$ cat src/rtl/ptim_pkg.sv
`timescale 1ns/1ps
package ptim_pkg;
    localparam int DATA_W = 32;
    localparam int ADDR_W = 4;
    localparam int CNT_W  = 16;
    localparam int PRE_W  = 8;
    localparam int NCH    = 2;
    localparam int EV_PER_CH = 2;
    localparam int NEV    = NCH * EV_PER_CH;

    // register word map, channel blocks of three words after control
    localparam int REGS_PER_CH = 3;
    localparam logic [ADDR_W-1:0] ADR_RUN   = ADDR_W'(0);
    localparam logic [ADDR_W-1:0] ADR_MASK  = ADDR_W'(1 + REGS_PER_CH * NCH);
    localparam logic [ADDR_W-1:0] ADR_RAW   = ADDR_W'(2 + REGS_PER_CH * NCH);
    localparam logic [ADDR_W-1:0] ADR_MSTAT = ADDR_W'(3 + REGS_PER_CH * NCH);
    localparam logic [ADDR_W-1:0] ADR_CLR   = ADDR_W'(4 + REGS_PER_CH * NCH);

    // event index e = 2*ch + is_compare
    localparam int EV_TIMEOUT = 0;
    localparam int EV_COMPARE = 1;

    function automatic logic [ADDR_W-1:0] ch_addr(input int ch, input int slot);
        return ADDR_W'(1 + REGS_PER_CH * ch + slot);
    endfunction

    // fixed status bit position of each event
    function automatic int ev_bit(input int e);
        case (e)
            0:       return 0;
            1:       return 4;
            2:       return 8;
            default: return 11;
        endcase
    endfunction
endpackage

$ cat src/rtl/ptim_chan.sv
`timescale 1ns/1ps
module ptim_chan #(
    parameter int CNT_W = ptim_pkg::CNT_W,
    parameter int PRE_W = ptim_pkg::PRE_W
) (
    input  logic             clk,
    input  logic             rst_n,
    input  logic             run,
    input  logic [CNT_W-1:0] reload,
    input  logic [PRE_W-1:0] prescale,
    input  logic [CNT_W-1:0] compare,
    output logic             timeout_o,
    output logic             compare_o
);
    typedef struct packed {
        logic [CNT_W-1:0] cnt;
        logic [PRE_W-1:0] pre;
    } chan_t;

    chan_t st_d, st_q;
    logic  tick;

    always_comb begin
        st_d      = st_q;
        tick      = run && (st_q.pre == '0);
        timeout_o = tick && (st_q.cnt == '0);
        compare_o = tick && (st_q.cnt == compare);
        if (!run) begin
            st_d.cnt = reload;
            st_d.pre = prescale;
        end else if (tick) begin
            st_d.pre = prescale;
            st_d.cnt = (st_q.cnt == '0) ? reload : st_q.cnt - CNT_W'(1);
        end else begin
            st_d.pre = st_q.pre - PRE_W'(1);
        end
    end

    always_ff @(posedge clk or negedge rst_n) begin
        if (!rst_n) st_q <= '0;
        else        st_q <= st_d;
    end


    idle_hold_chk: assert property (@(posedge clk) disable iff (!rst_n)
        !run |=> (st_q.cnt == $past(reload)) && (st_q.pre == $past(prescale)));


    pre_step_chk: assert property (@(posedge clk) disable iff (!rst_n)
        (run && st_q.pre != '0) |=> (st_q.pre == $past(st_q.pre) - PRE_W'(1)));


    reload_after_timeout_chk: assert property (@(posedge clk) disable iff (!rst_n)
        timeout_o |=> (st_q.cnt == $past(reload)));
endmodule

$ cat src/rtl/ptim_flags.sv
`timescale 1ns/1ps
module ptim_flags #(
    parameter int NEV = ptim_pkg::NEV
) (
    input  logic           clk,
    input  logic           rst_n,
    input  logic [NEV-1:0] event_i,
    input  logic [NEV-1:0] clr_i,
    input  logic [NEV-1:0] mask_i,
    output logic [NEV-1:0] raw_o,
    output logic [NEV-1:0] masked_o,
    output logic           irq_o
);
    typedef struct packed {
        logic [NEV-1:0] raw;
    } flag_t;

    flag_t fl_d, fl_q;

    always_comb begin
        fl_d     = fl_q;
        fl_d.raw = (fl_q.raw & ~clr_i) | event_i;
        raw_o    = fl_q.raw;
        masked_o = fl_q.raw & mask_i;
        irq_o    = |masked_o;
    end

    always_ff @(posedge clk or negedge rst_n) begin
        if (!rst_n) fl_q <= '0;
        else        fl_q <= fl_d;
    end

    for (genvar e = 0; e < NEV; e++) begin : g_chk

        event_wins_chk: assert property (@(posedge clk) disable iff (!rst_n)
            event_i[e] |=> raw_o[e]);

        clear_chk: assert property (@(posedge clk) disable iff (!rst_n)
            (clr_i[e] && !event_i[e]) |=> !raw_o[e]);

        sticky_chk: assert property (@(posedge clk) disable iff (!rst_n)
            (raw_o[e] && !clr_i[e]) |=> raw_o[e]);
    end
endmodule

$ cat src/rtl/ptim_regs.sv
`timescale 1ns/1ps
module ptim_regs
    import ptim_pkg::*;
#(
    parameter int DW = ptim_pkg::DATA_W,
    parameter int AW = ptim_pkg::ADDR_W,
    parameter int CW = ptim_pkg::CNT_W,
    parameter int PW = ptim_pkg::PRE_W,
    parameter int NC = ptim_pkg::NCH,
    parameter int NE = ptim_pkg::NEV
) (
    input  logic                  clk,
    input  logic                  rst_n,
    input  logic                  bus_we,
    input  logic [AW-1:0]         bus_addr,
    input  logic [DW-1:0]         bus_wdata,
    output logic [DW-1:0]         bus_rdata,
    input  logic [NE-1:0]         raw_i,
    input  logic [NE-1:0]         masked_i,
    output logic [NC-1:0]         run_o,
    output logic [NC-1:0][CW-1:0] reload_o,
    output logic [NC-1:0][PW-1:0] prescale_o,
    output logic [NC-1:0][CW-1:0] compare_o,
    output logic [NE-1:0]         mask_o,
    output logic [NE-1:0]         clr_o
);
    typedef struct packed {
        logic [NC-1:0]         run;
        logic [NC-1:0][CW-1:0] reload;
        logic [NC-1:0][PW-1:0] prescale;
        logic [NC-1:0][CW-1:0] compare;
        logic [NE-1:0]         mask;
    } cfg_t;

    cfg_t cfg_d, cfg_q;
    logic unused_wdata;

    assign unused_wdata = ^bus_wdata;

    always_comb begin
        cfg_d     = cfg_q;
        clr_o     = '0;
        bus_rdata = '0;
        if (bus_we) begin
            if (bus_addr == ADR_RUN) cfg_d.run = bus_wdata[NC-1:0];
            for (int ch = 0; ch < NC; ch++) begin
                if (bus_addr == ch_addr(ch, 0)) cfg_d.reload[ch]   = bus_wdata[CW-1:0];
                if (bus_addr == ch_addr(ch, 1)) cfg_d.prescale[ch] = bus_wdata[PW-1:0];
                if (bus_addr == ch_addr(ch, 2)) cfg_d.compare[ch]  = bus_wdata[CW-1:0];
            end
            for (int e = 0; e < NE; e++) begin
                if (bus_addr == ADR_MASK) cfg_d.mask[e] = bus_wdata[ev_bit(e)];
                if (bus_addr == ADR_CLR)  clr_o[e]      = bus_wdata[ev_bit(e)];
            end
        end
        if (bus_addr == ADR_RUN) bus_rdata[NC-1:0] = cfg_q.run;
        for (int ch = 0; ch < NC; ch++) begin
            if (bus_addr == ch_addr(ch, 0)) bus_rdata = DW'(cfg_q.reload[ch]);
            if (bus_addr == ch_addr(ch, 1)) bus_rdata = DW'(cfg_q.prescale[ch]);
            if (bus_addr == ch_addr(ch, 2)) bus_rdata = DW'(cfg_q.compare[ch]);
        end
        for (int e = 0; e < NE; e++) begin
            if (bus_addr == ADR_MASK)  bus_rdata[ev_bit(e)] = cfg_q.mask[e];
            if (bus_addr == ADR_RAW)   bus_rdata[ev_bit(e)] = raw_i[e];
            if (bus_addr == ADR_MSTAT) bus_rdata[ev_bit(e)] = masked_i[e];
        end
    end

    always_ff @(posedge clk or negedge rst_n) begin
        if (!rst_n) cfg_q <= '0;
        else        cfg_q <= cfg_d;
    end

    assign run_o      = cfg_q.run;
    assign reload_o   = cfg_q.reload;
    assign prescale_o = cfg_q.prescale;
    assign compare_o  = cfg_q.compare;
    assign mask_o     = cfg_q.mask;


    clr_only_on_write_chk: assert property (@(posedge clk) disable iff (!rst_n)
        (clr_o != '0) |-> (bus_we && bus_addr == ADR_CLR));
endmodule

$ cat src/rtl/pretick_timer.sv
`timescale 1ns/1ps
module pretick_timer
    import ptim_pkg::*;
(
    input  logic              clk,
    input  logic              rst_n,
    input  logic              bus_we,
    input  logic [ADDR_W-1:0] bus_addr,
    input  logic [DATA_W-1:0] bus_wdata,
    output logic [DATA_W-1:0] bus_rdata,
    output logic              irq
);
    logic [NCH-1:0]            run;
    logic [NCH-1:0][CNT_W-1:0] reload;
    logic [NCH-1:0][PRE_W-1:0] prescale;
    logic [NCH-1:0][CNT_W-1:0] compare;
    logic [NEV-1:0]            mask, clr, raw, masked, events;

    ptim_regs u_regs (
        .clk        (clk),
        .rst_n      (rst_n),
        .bus_we     (bus_we),
        .bus_addr   (bus_addr),
        .bus_wdata  (bus_wdata),
        .bus_rdata  (bus_rdata),
        .raw_i      (raw),
        .masked_i   (masked),
        .run_o      (run),
        .reload_o   (reload),
        .prescale_o (prescale),
        .compare_o  (compare),
        .mask_o     (mask),
        .clr_o      (clr)
    );

    for (genvar ch = 0; ch < NCH; ch++) begin : g_ch
        ptim_chan u_chan (
            .clk       (clk),
            .rst_n     (rst_n),
            .run       (run[ch]),
            .reload    (reload[ch]),
            .prescale  (prescale[ch]),
            .compare   (compare[ch]),
            .timeout_o (events[EV_PER_CH*ch + EV_TIMEOUT]),
            .compare_o (events[EV_PER_CH*ch + EV_COMPARE])
        );
    end

    ptim_flags u_flags (
        .clk      (clk),
        .rst_n    (rst_n),
        .event_i  (events),
        .clr_i    (clr),
        .mask_i   (mask),
        .raw_o    (raw),
        .masked_o (masked),
        .irq_o    (irq)
    );


    irq_needs_mask_chk: assert property (@(posedge clk) disable iff (!rst_n)
        (mask == '0) |-> !irq);


    stopped_quiet_chk: assert property (@(posedge clk) disable iff (!rst_n)
        (run == '0) |-> (events == '0));
endmodule

$ cat config.mk
export PLATFORM = sky130hd
export DESIGN_NAME = pretick_timer
export DESIGN_NICKNAME = d
export VERILOG_FILES = /design/src/rtl/ptim_pkg.sv /design/src/rtl/ptim_chan.sv /design/src/rtl/ptim_flags.sv /design/src/rtl/ptim_regs.sv /design/src/rtl/pretick_timer.sv
export SDC_FILE = /design/constraint.sdc
export NUM_CORES = 1
export LEC_CHECK = 0
export ABC_AREA = 1
export BUFFER_PORTS_ARGS = -buffer_cell sky130_fd_sc_hd__buf_2
export CORE_MARGIN = 5
export CORE_UTILIZATION = 55
export CTS_CLUSTER_DIAMETER = 40
export CTS_CLUSTER_SIZE = 20
export DETAILED_ROUTE_END_ITERATION = 8
export HOLD_SLACK_MARGIN = 0.08
export PLACE_DENSITY = 0.77
export SYNTH_ARGS = -nofsm -noshare
export SYNTH_HDL_FRONTEND = slang
export SYNTH_HIERARCHICAL = 1
export SYNTH_SLANG_ARGS = --single-unit
$ cat constraint.sdc
create_clock -name clk -period 1.5 [get_ports clk]
set_input_delay 0.3 -clock clk [delete_from_list [all_inputs] [get_ports clk]]
set_output_delay 0.3 -clock clk [all_outputs]
set_load 0.01 [all_outputs]
==> flow_summary.yaml <==
outcome:
  status: "finished, violations left"
  violations: "DRC, setup timing"
layout:
  areaGrowthSynthToFinish_pct: 39.01
  antenna_cells: 0
  final_nets: 1374
  drive_gt1_frac: 0.3413
routing:
  drt_iter0_markers: 1205
  wl_met3_um: 2565
  vias: 8930
  drt_wl_total_um: 29370
  met1_length_um: 10580
  viasPerCell: 5.852
  routed.top_layer: "met4"
  dr.pass1.iters: 9
  remaining_drc_errors: 1
  drtAntennaViolNets: 0
  wl_per_cell_um: 19.25
  route.met2.wl_um: 14210
timing:
  hold_violations: 0
  finalCritPeriodShare: 1.229
  setup_viol: 66
  holdWs_ns: 0.1020
  fmax_ghz: 0.5423
  rsz0062_at_grt: "yes"
  layout_setup_ws_ns: -0.3439
  drv_slew: 0
  fin_skew_ns: 0.008502
  fin_crit_ns: 1.844
critical_path:
  start_kind: "register"
  crit_path_end_kind: "primary output"
  crit_fanout: 2
  cp.arrival_ns: 1.54
  cp_slowest_stage_delay_ns: 0.39
  crit_required_ns: 1.20
  cp_cell_sequence: "nand2_1 -> nand4_1 -> o21ai_2 -> o211ai_1 -> buf_2"
  critPathKind: "register to primary output"
  slowest_stage: "dfrtp_1"
  crit_buf_inv: 1
  worst_path_dominant_cell_family: "flip-flops"
logic_synthesis:
  ys_seq_elements: 138
  yosysSeqAreaShare: 0.4206
  synth_top_cell_area_share: 0.4206
  yosys-top-cells-area: "dfrtp_1, nand2_1, inv_1"
  synth_ff_type: "dfrtp_1"
  synth_edf_count: 0
  synth_top_area_cell: "dfrtp_1"
  synthDistinctLibCells: 34
  avgSynthCellArea_um2: 7.298
  synthArstFlopShare: 1.000
  syn_area_um2: 8210
  synth_warnings: 6
  syn-instance-count: 1125
grt:
  first_global_vias: 8549
  grt_max_degree: 40
  antenna_found_initial: 0
  grtUsageTotal: 0.3094
  grt-ovfl-total: 0
  grt_pass1_wl_um: 43730
placement:
  place_congestion: 0.9580
  place_hpwl_um: 16470
  dpl_worst_slack_ns: -0.3024
  portBuffers: 39
floorplan:
  fp.dieH_um: 132.2
  die_width_um: 132.2
  die_area_um2: 17470
  num_rows: 44
  initial_core_util: 0.5628
  coreArea_um2: 14590
  io_pins: 72
clock_network:
  clk_latency_ns: 0.42
  cts-root-buf: "clkbuf_16"
  numCtsBuffers: 17
  cts_tree: "done"
  cts_max_level: 4
  clock-sinks: 138
  clk_pin_slew_worst_paths_ns: 0.06
  ctsLongestPathBuffers: 2
flow_run:
  cap_violations: 0
power_and_ir_drop:
  leakagePower_nw: 5.723
  ir_drop_mv: 1.013
  p_per_area_nw_per_um2: 1771
hold_path:
  hold_class: "input port to register"
-- final cells by class --
| class | instances | area, um^2 |
|---|---|---|
| Tap cell | 184 | 230.2 |
| Sequential cell | 138 | 3462 |
| Multi-Input combinational cell | 830 | 4762 |
| Timing Repair inverter | 2 | 22.52 |
| Fill cell | 854 | 3176 |
| Clock buffer | 24 | 491.7 |
| Clock inverter | 8 | 67.56 |
| Inverter | 130 | 526.8 |
| Timing Repair Buffer | 210 | 1851 |
-- logic make-up (layout without fill, tap and decap cells) --
group	after synthesis	in the layout	synth area share
AOI/OAI and AO/OA	137	137	0.09189
xor gates and xnor gates	42	42	0.04480
adders and majority gates	6	6	0.009143
buffers and inverters	176	374	0.09753
DFF	138	138	0.4206
other	1	16	0.0004567
and+or+nand+nor	625	629	0.3356
-- flip-flops by register name, summed over array words and instances (netlist names) --
register           cells
u_regs/run_o           2
u_regs/compare_o      32
u_flags/raw_o          4
u_regs/reload_o       32
u_regs/mask_o          4
u_regs/prescale_o     16
g_ch.u_chan/st_q      48
-- tightest hold or removal path: cells and delay by family --
family | cells | cell delay (ns)
buffers and inverters | 1 | 0.08
and+or+nand+nor | 1 | 0.04
AOI/OAI and AO/OA | 1 | 0.06
-- stage by stage --
stage	power, W	setup TNS, ns	instances	instance area, um^2	util
2_1_floorplan	0.01039	0	1140	8272	-
6_report	0.02021	-10.47	1526	11410	0.7823
3_5_place_dp	0.01310	-7.236	1421	9296	0.6372
5_1_grt	0.02139	-14.35	1526	11410	0.7823
4_1_cts	0.01869	-5.469	1512	10950	0.7506
3_3_place_gp	0.01287	-5.711	1421	9296	0.6372
-- what timing repair did --
action / 4_1_cts / 5_1_grt
endpoints found under the setup margin: 65 / 69
setup buffers: 48 / 17
hold endpoints to repair: 35 / 0
hold buffers: 1 / 0
pin swaps: 64 / 52
cloned: 11 / 1
gates resized for setup: 158 / 110
-- layer usage --
layer | vias up | global-route usage
li1 | 3948 | -
met1 | 4199 | 0.3805
met2 | 607 | 0.5056
met3 | 176 | 0.06374
met4 | 0 | 0.1776
met5 | - | 0
-- cells in the mapped netlist, types with 8 or more instances --
library cell,number
nand2_1,364
dfrtp_1,138
inv_1,125
nor2_1,102
o21ai_0,93
nand3_1,71
nand4_1,29
xnor2_1,28
nand2_2,27
buf_4,19
buf_2,17
xor2_1,14
a21oi_1,13
nor2_4,10
o21bai_1,10
o21ai_1,8
-- cells in the final DEF, fill, tap and decap left out, types with 21 or more instances in the layout --
master,netlist,final
nand2_1,364,307
nor2_4,10,26
xnor2_1,28,28
nor2_1,102,72
nand2_2,27,71
nor2_2,6,21
dfrtp_1,138,131
nand4_1,29,29
buf_4,19,132
o21ai_0,93,76
buf_2,17,35
nand3_1,71,52
inv_1,125,115
-- power by group --
group / leakage (nW) / internal [W] / switching (W)
sequential: 1.71 / 0.00487 / 0.00131
clock: 0.280 / 0.00244 / 0.00156
combinational: 3.73 / 0.00442 / 0.00562
total: 5.72 / 0.0117 / 0.00849
-- final timing paths --
check	from	to	slack, ns	cells after the start
max	u_regs/compare_o[5]$_DFFE_PN0P_	bus_rdata[5]	-0.34	5
min	bus_wdata[12]	u_regs/compare_o[28]$_DFFE_PN0P_	0.10	3
max reg2reg	g_ch[0].u_chan/st_q[0]$_DFF_PN0_	g_ch[0].u_chan/st_q[6]$_DFF_PN0_	-0.22	9
min reg2reg	g_ch[0].u_chan/st_q[0]$_DFF_PN0_	g_ch[0].u_chan/st_q[0]$_DFF_PN0_	0.50	1
max in group asynchronous	rst_n	g_ch[1].u_chan/st_q[20]$_DFFE_PN0P_	0.57	3
min in group asynchronous	rst_n	u_regs/mask_o[2]$_DFFE_PN0P_	0.37	2
Power figures use the tool's default switching activity.
